--- src/rtl/mq_pkg.sv ---
package mq_pkg;
  localparam int BUS_W = 16;
  localparam int N_AXES = 2;
  localparam int N_BTNS = 3;

  typedef enum logic {
    SEL_BTN = 1'b0,
    SEL_MOV = 1'b1
  } mq_sel_e;

  // Gray-order successor of an A/B pair: 00 -> 01 -> 11 -> 10 -> 00
  function automatic logic [1:0] gray_next(input logic [1:0] ab);
    case (ab)
      2'b00:   gray_next = 2'b01;
      2'b01:   gray_next = 2'b11;
      2'b11:   gray_next = 2'b10;
      default: gray_next = 2'b00;
    endcase
  endfunction
endpackage

--- src/rtl/mq_sync.sv ---
module mq_sync #(
  parameter int W = 1
) (
  input  logic         clk_i,
  input  logic         rst_ni,
  input  logic [W-1:0] d_i,
  output logic [W-1:0] q_o
);
  logic [W-1:0] meta_q, sync_q;

  always_ff @(posedge clk_i or negedge rst_ni) begin
    if (!rst_ni) begin
      meta_q <= '0;
      sync_q <= '0;
    end else begin
      meta_q <= d_i;
      sync_q <= meta_q;
    end
  end

  assign q_o = sync_q;
endmodule

--- src/rtl/mq_quad_dec.sv ---
module mq_quad_dec
  import mq_pkg::*;
(
  input  logic       clk_i,
  input  logic       rst_ni,
  input  logic [1:0] ab_i,
  output logic       step_o,
  output logic       dec_o,
  output logic       bad_o
);
  logic [1:0] prev_q;
  logic [1:0] diff;

  always_ff @(posedge clk_i or negedge rst_ni) begin
    if (!rst_ni) prev_q <= 2'b00;
    else         prev_q <= ab_i;
  end

  assign diff   = ab_i ^ prev_q;
  assign step_o = diff[0] ^ diff[1];
  assign bad_o  = &diff;
  // a forward move lands on the Gray successor of the previous pair
  assign dec_o  = (ab_i != gray_next(prev_q));
endmodule

--- src/rtl/mq_axis_flag.sv ---
module mq_axis_flag (
  input  logic clk_i,
  input  logic rst_ni,
  input  logic step_i,
  input  logic dec_i,
  input  logic clr_i,
  output logic step_n_o,
  output logic dir_o
);
  always_ff @(posedge clk_i or negedge rst_ni) begin
    if (!rst_ni) begin
      step_n_o <= 1'b1;
      dir_o    <= 1'b0;
    end else begin
      if (step_i) begin
        step_n_o <= 1'b0;  // set wins over a clearing read
        dir_o    <= dec_i;
      end else if (clr_i) begin
        step_n_o <= 1'b1;
      end
    end
  end
endmodule

--- src/rtl/mouse_qstat.sv ---
module mouse_qstat
  import mq_pkg::*;
#(
  parameter logic [7:0] REV = 8'h60
) (
  input  logic             clk_i,
  input  logic             rst_ni,
  input  logic             x_a_i,
  input  logic             x_b_i,
  input  logic             y_a_i,
  input  logic             y_b_i,
  input  logic             btn_right_i,
  input  logic             btn_middle_i,
  input  logic             btn_left_i,
  input  logic             req_i,
  input  logic             we_i,
  input  logic             addr_i,
  input  logic [BUS_W-1:0] wdata_i,
  output logic             rvalid_o,
  output logic [BUS_W-1:0] rdata_o
);
  localparam int SYNC_W = 2 * N_AXES + N_BTNS;

  logic [SYNC_W-1:0] raw_in, sync_in;
  logic [N_BTNS-1:0] btn_s;
  logic [1:0]        ab_s [N_AXES];
  logic [N_AXES-1:0] ax_step, ax_dec, ax_bad, flag_n, flag_dir;
  logic              rd_req, mov_clr;
  logic [BUS_W-1:0]  btn_word, mov_word;
  logic              unused_wdata;

  assign raw_in = {btn_left_i, btn_middle_i, btn_right_i, y_a_i, y_b_i, x_a_i, x_b_i};

  mq_sync #(.W(SYNC_W)) u_sync (
    .clk_i  (clk_i),
    .rst_ni (rst_ni),
    .d_i    (raw_in),
    .q_o    (sync_in)
  );

  assign btn_s = sync_in[SYNC_W-1 -: N_BTNS];

  assign rd_req  = req_i && !we_i;
  assign mov_clr = rd_req && (mq_sel_e'(addr_i) == SEL_MOV);

  for (genvar g = 0; g < N_AXES; g++) begin : g_axis
    assign ab_s[g] = sync_in[2*g +: 2];

    mq_quad_dec u_dec (
      .clk_i  (clk_i),
      .rst_ni (rst_ni),
      .ab_i   (ab_s[g]),
      .step_o (ax_step[g]),
      .dec_o  (ax_dec[g]),
      .bad_o  (ax_bad[g])
    );

    mq_axis_flag u_flag (
      .clk_i    (clk_i),
      .rst_ni   (rst_ni),
      .step_i   (ax_step[g]),
      .dec_i    (ax_dec[g]),
      .clr_i    (mov_clr),
      .step_n_o (flag_n[g]),
      .dir_o    (flag_dir[g])
    );

    assign mov_word[2*g]   = flag_n[g];
    assign mov_word[2*g+1] = flag_dir[g];
  end

  assign mov_word[BUS_W-1:2*N_AXES] = '0;
  assign btn_word = {{(BUS_W-8){1'b0}}, REV | {{(8-N_BTNS){1'b0}}, btn_s}};

  always_ff @(posedge clk_i or negedge rst_ni) begin
    if (!rst_ni) begin
      rvalid_o <= 1'b0;
      rdata_o  <= '0;
    end else begin
      rvalid_o <= rd_req;
      if (rd_req) rdata_o <= (mq_sel_e'(addr_i) == SEL_MOV) ? mov_word : btn_word;
    end
  end

  // write data is accepted and dropped
  assign unused_wdata = ^wdata_i;
endmodule

--- config.mk ---
export PLATFORM = sky130hd
export DESIGN_NAME = mouse_qstat
export DESIGN_NICKNAME = d
export VERILOG_FILES = /design/src/rtl/mq_pkg.sv /design/src/rtl/mq_sync.sv /design/src/rtl/mq_quad_dec.sv /design/src/rtl/mq_axis_flag.sv /design/src/rtl/mouse_qstat.sv
export SDC_FILE = /design/constraint.sdc
export NUM_CORES = 1
export LEC_CHECK = 0
export ABC_AREA = 1
export BUFFER_PORTS_ARGS = -buffer_cell sky130_fd_sc_hd__buf_2
export CAP_MARGIN = 20
export CORE_MARGIN = 5
export CORE_UTILIZATION = 26
export DETAILED_ROUTE_END_ITERATION = 10
export GPL_ROUTABILITY_DRIVEN = 0
export GPL_TIMING_DRIVEN = 0
export PLACE_DENSITY = 0.49
export RECOVER_POWER = 25
export SETUP_SLACK_MARGIN = 0.02
export SLEW_MARGIN = 30
export SYNTH_ARGS = -nofsm -noshare
export SYNTH_HDL_FRONTEND = slang
export SYNTH_SLANG_ARGS = --single-unit
--- constraint.sdc ---
create_clock -name clk_i -period 1.17 [get_ports clk_i]
set_input_delay 0.1755 -clock clk_i [delete_from_list [all_inputs] [get_ports clk_i]]
set_output_delay 0.1755 -clock clk_i [all_outputs]
set_load 0.05 [all_outputs]
==> Flow_metrics.wiki <==
{| class="wikitable"
! Metric !! Value
|-
| Pins over their slew limit || 0
|-
| Number of endpoints failing setup at the final stage || 0
|-
| Sequential-to-total area share from yosys stat || 0.627
|-
| Vias in the first global route || 854
|-
| Pin count of the biggest net entering global routing || 29
|-
| Post-synth top flop || sky130_fd_sc_hd__dfrtp_1
|-
| Overall die height || 75.7 um
|-
| Residual DRC count || 0
|-
| Minimum clock period || 1.12 ns
|-
| Total die area || 5730 um^2
|-
| Global-route usage over all layers || 0.0762
|-
| End point of the critical path || rdata_o[6]
|-
| Source-to-sink clock delay at the later pin of the worst-skew pair || between 0.2 and 0.3 ns
|-
| Mean area per synthesized cell || between 9 and 10 um^2
|-
| Unrepaired setup endpoints after global routing || false
|-
| Data required time of the worst path || 0.99 ns
|-
| Start-to-end type of the worst setup path || reg2out
|-
| Capture instance of the worst register-to-register path || g_axis[0].u_flag.dir_o
|-
| Worst setup path startpoint || rdata_o[5]
|-
| Floorplan die width || 75.7 um
|-
| Number of standard cells in the final layout excluding fillers || 206
|-
| First-pass GRT wire length || 3.37 mm
|-
| Cell area power density || between 1500 and 2000 nW/um^2
|-
| Kind of end point of the critical path || output pin
|-
| Max-cap violations || 0
|-
| Worst setup slack after placement || 0.246 ns
|-
| Final TNS setup || 0 ns
|-
| Via/cell ratio || 3.86
|-
| Cell Area, Synth || between 1000 and 1500 um^2
|-
| CTS tree || built
|-
| Placeable core region || about 4100 um^2
|-
| Worst flop-to-flop path startpoint || g_axis[0].u_dec.prev_q[1]
|-
| Distinct cells, synth || 15
|-
| Placed Instances || 193
|-
| Total gr overflow || 0
|-
| Critical path arrival || 0.94 ns
|-
| Worst min-delay path category || in2reg
|-
| Number of warnings reported in the yosys synthesis log || 0
|-
| Total number of vias || 796
|-
| R2R Setup Slk || around 0.24 ns
|-
| # IOs || 45
|-
| Fin Clk Skew || 0.00435 ns
|-
| Fraction of final layout cells sized beyond drive strength 1 || 0.237
|-
| Wirelength per Cell || roughly 9.4 um
|-
| Worst slew slack as a fraction of its limit || 0.533
|-
| Reg clk slew, reported paths || 0.09 ns
|-
| R2R depth || 6
|-
| Net count, final || between 150 and 200
|-
| Total Routed Length || 1.94 mm
|-
| Clock tree root buffer cell || sky130_fd_sc_hd__clkbuf_8
|-
| Type of element launching the critical path || register
|-
| ANT cells || 0
|-
| #FFs+latches synth || 28
|-
| Starting density of the core || 0.274
|-
| Outcome || complete, no violations
|-
| Drt initial violations || 11
|-
| Post-Syn Instances || 116
|-
| Worst IR Drop VDD || approximately 890 uV
|-
| Clk sink count || 28
|-
| Initial antenna violation count || 0
|-
| Pre-Repair DR Iteration Count || 3
|-
| FMAX || between 0.8 and 0.9 GHz
|-
| Row count || 23
|-
| Port bufs || 18
|-
| Ratio of final minimum period to clock period || 0.956
|-
| Critical path peak fanout || 3
|-
| Signed area change from the synthesized netlist to the final layout || 31.4%
|-
| DPL Wire Length || roughly 1.4 mm
|-
| Number of enable flip-flop cells after synthesis || 0
|-
| Post-route worst setup slack || 0.0512 ns
|-
| Final worst hold slack || 0.162 ns
|-
| Static leakage power || approximately 0.80 nW
|-
| Async set or reset register ratio after synthesis || 1.00
|-
| Final-report hold violation count || 0
|-
| Clock buffer count from CTS || 3
|-
| Maximum level of the CTS H-tree || 1
|-
| Worst-Margin Slew || 0.699 ns
|-
| ANT nets after route || 0
|-
| Clock tree buffer depth || 2
|}
## synth_stat cells, types with 2 or more instances
cell                      count  area, um^2
sky130_fd_sc_hd__nand2_1     40         150
sky130_fd_sc_hd__dfrtp_1     26         651
sky130_fd_sc_hd__inv_1       15        56.3
sky130_fd_sc_hd__buf_4       11        82.6
sky130_fd_sc_hd__nor2_1       7        26.3
sky130_fd_sc_hd__a31oi_1      3        18.8
sky130_fd_sc_hd__nand3_1      3        15.0
sky130_fd_sc_hd__dfstp_2      2        52.6
sky130_fd_sc_hd__nand4_1      2        12.5
sky130_fd_sc_hd__xnor2_1      2        17.5
## layout make-up
cell class,count,area (um^2)
clock buffer,3,41.3
fill,430,2610
buffer,11,86.3
clock inverter,1,30.0
inverter,15,56.3
multi-input combinational,71,305
tap,50,62.6
sequential,28,703
timing repair buffer,27,188
## per-stage QoR
step / utilization / power, mW / instance area, um^2
after floorplan: - / 1.43 / 1150
after global placement: 0.320 / 1.53 / 1310
after detailed placement: 0.320 / 1.54 / 1310
after global routing: 0.360 / 2.43 / 1470
after CTS: 0.359 / 2.32 / 1470
final: 0.360 / 2.29 / 1470
## placed cells by master, fill, tap and decap left out
| master | n |
|---|---|
| sky130_fd_sc_hd__buf_2 | 17 |
| sky130_fd_sc_hd__dlygate4sd3_1 | 8 |
| sky130_fd_sc_hd__o21ai_0 | 1 |
| sky130_fd_sc_hd__nand2_4 | 1 |
| sky130_fd_sc_hd__buf_4 | 11 |
| sky130_fd_sc_hd__xnor2_1 | 2 |
| sky130_fd_sc_hd__nand4_1 | 2 |
| sky130_fd_sc_hd__a31oi_1 | 3 |
| sky130_fd_sc_hd__o21a_1 | 1 |
| sky130_fd_sc_hd__dfrtp_1 | 26 |
| sky130_fd_sc_hd__dfstp_2 | 2 |
| sky130_fd_sc_hd__nand2_1 | 40 |
| sky130_fd_sc_hd__inv_1 | 15 |
| sky130_fd_sc_hd__nor2_1 | 8 |
| sky130_fd_sc_hd__nand3_1 | 3 |
| sky130_fd_sc_hd__buf_8 | 1 |
| sky130_fd_sc_hd__conb_1 | 10 |
| sky130_fd_sc_hd__buf_6 | 1 |
| sky130_fd_sc_hd__clkbuf_8 | 3 |
| sky130_fd_sc_hd__bufinv_16 | 1 |
## flip-flops by register name, summed over array words and instances, names as in the netlist
signal / flops
u_sync.meta_q: 7
u_sync.q_o: 7
rdata_o: 5
g_axis.u_dec.prev_q: 4
g_axis.u_flag.dir_o: 2
g_axis.u_flag.step_n_o: 2
rvalid_o: 1
## layer usage
metal	global-route usage	up-vias	share of wire
met4	0.00583	0	0
met5	0	-	0
met3	0.0330	0	0.10
met2	0.148	27	0.50
met1	0.0785	359	0.40
li1	-	410	-
## worst min-delay path by stage
stage          startpoint                         to  slack (ns)  cells after the start
3_3_place_gp       rst_ni           u_sync.meta_q[2]        0.21                      1
2_1_floorplan      rst_ni  g_axis[0].u_dec.prev_q[0]       -0.12                      0
3_5_place_dp       rst_ni              u_sync.q_o[3]        0.23                      1
5_1_grt              we_i                 rdata_o[3]        0.18                      3
4_1_cts              we_i                   rvalid_o        0.12                      2
6_report             we_i                 rdata_o[3]        0.16                      3
## worst max-delay path, stage by stage (launching register included)
cell and delay [ns]:
sky130_fd_sc_hd__dfrtp_1 0.41, sky130_fd_sc_hd__buf_6 0.13, sky130_fd_sc_hd__buf_8 0.14
## logic make-up after synthesis
logic type / share of synthesized area
buffers and inverters: 0.124
AND/OR/NAND/NOR: 0.202
XOR/XNOR: 0.0156
flip-flops: 0.627
AO/OA/AOI/OAI: 0.0279
other: 0.00335
## power breakdown
part	leakage, nW	total, mW	switching (mW)	internal (mW)
logic	0.435	0.452	0.303	0.149
registers	0.324	1.10	0.0495	1.05
clock network	0.0357	0.739	0.281	0.457
total	0.795	2.29	0.634	1.66
## repair_timing
| item | in CTS | in global routing |
|---|---|---|
| endpoints found under the setup margin | 1 | 1 |
| endpoints found under the hold margin | 33 | 0 |
| hold buffers | 8 | 0 |
| setup buffers | 0 | 1 |
| resized for setup | 2 | 2 |
No activity file was read; power rests on OpenSTA's default activity.
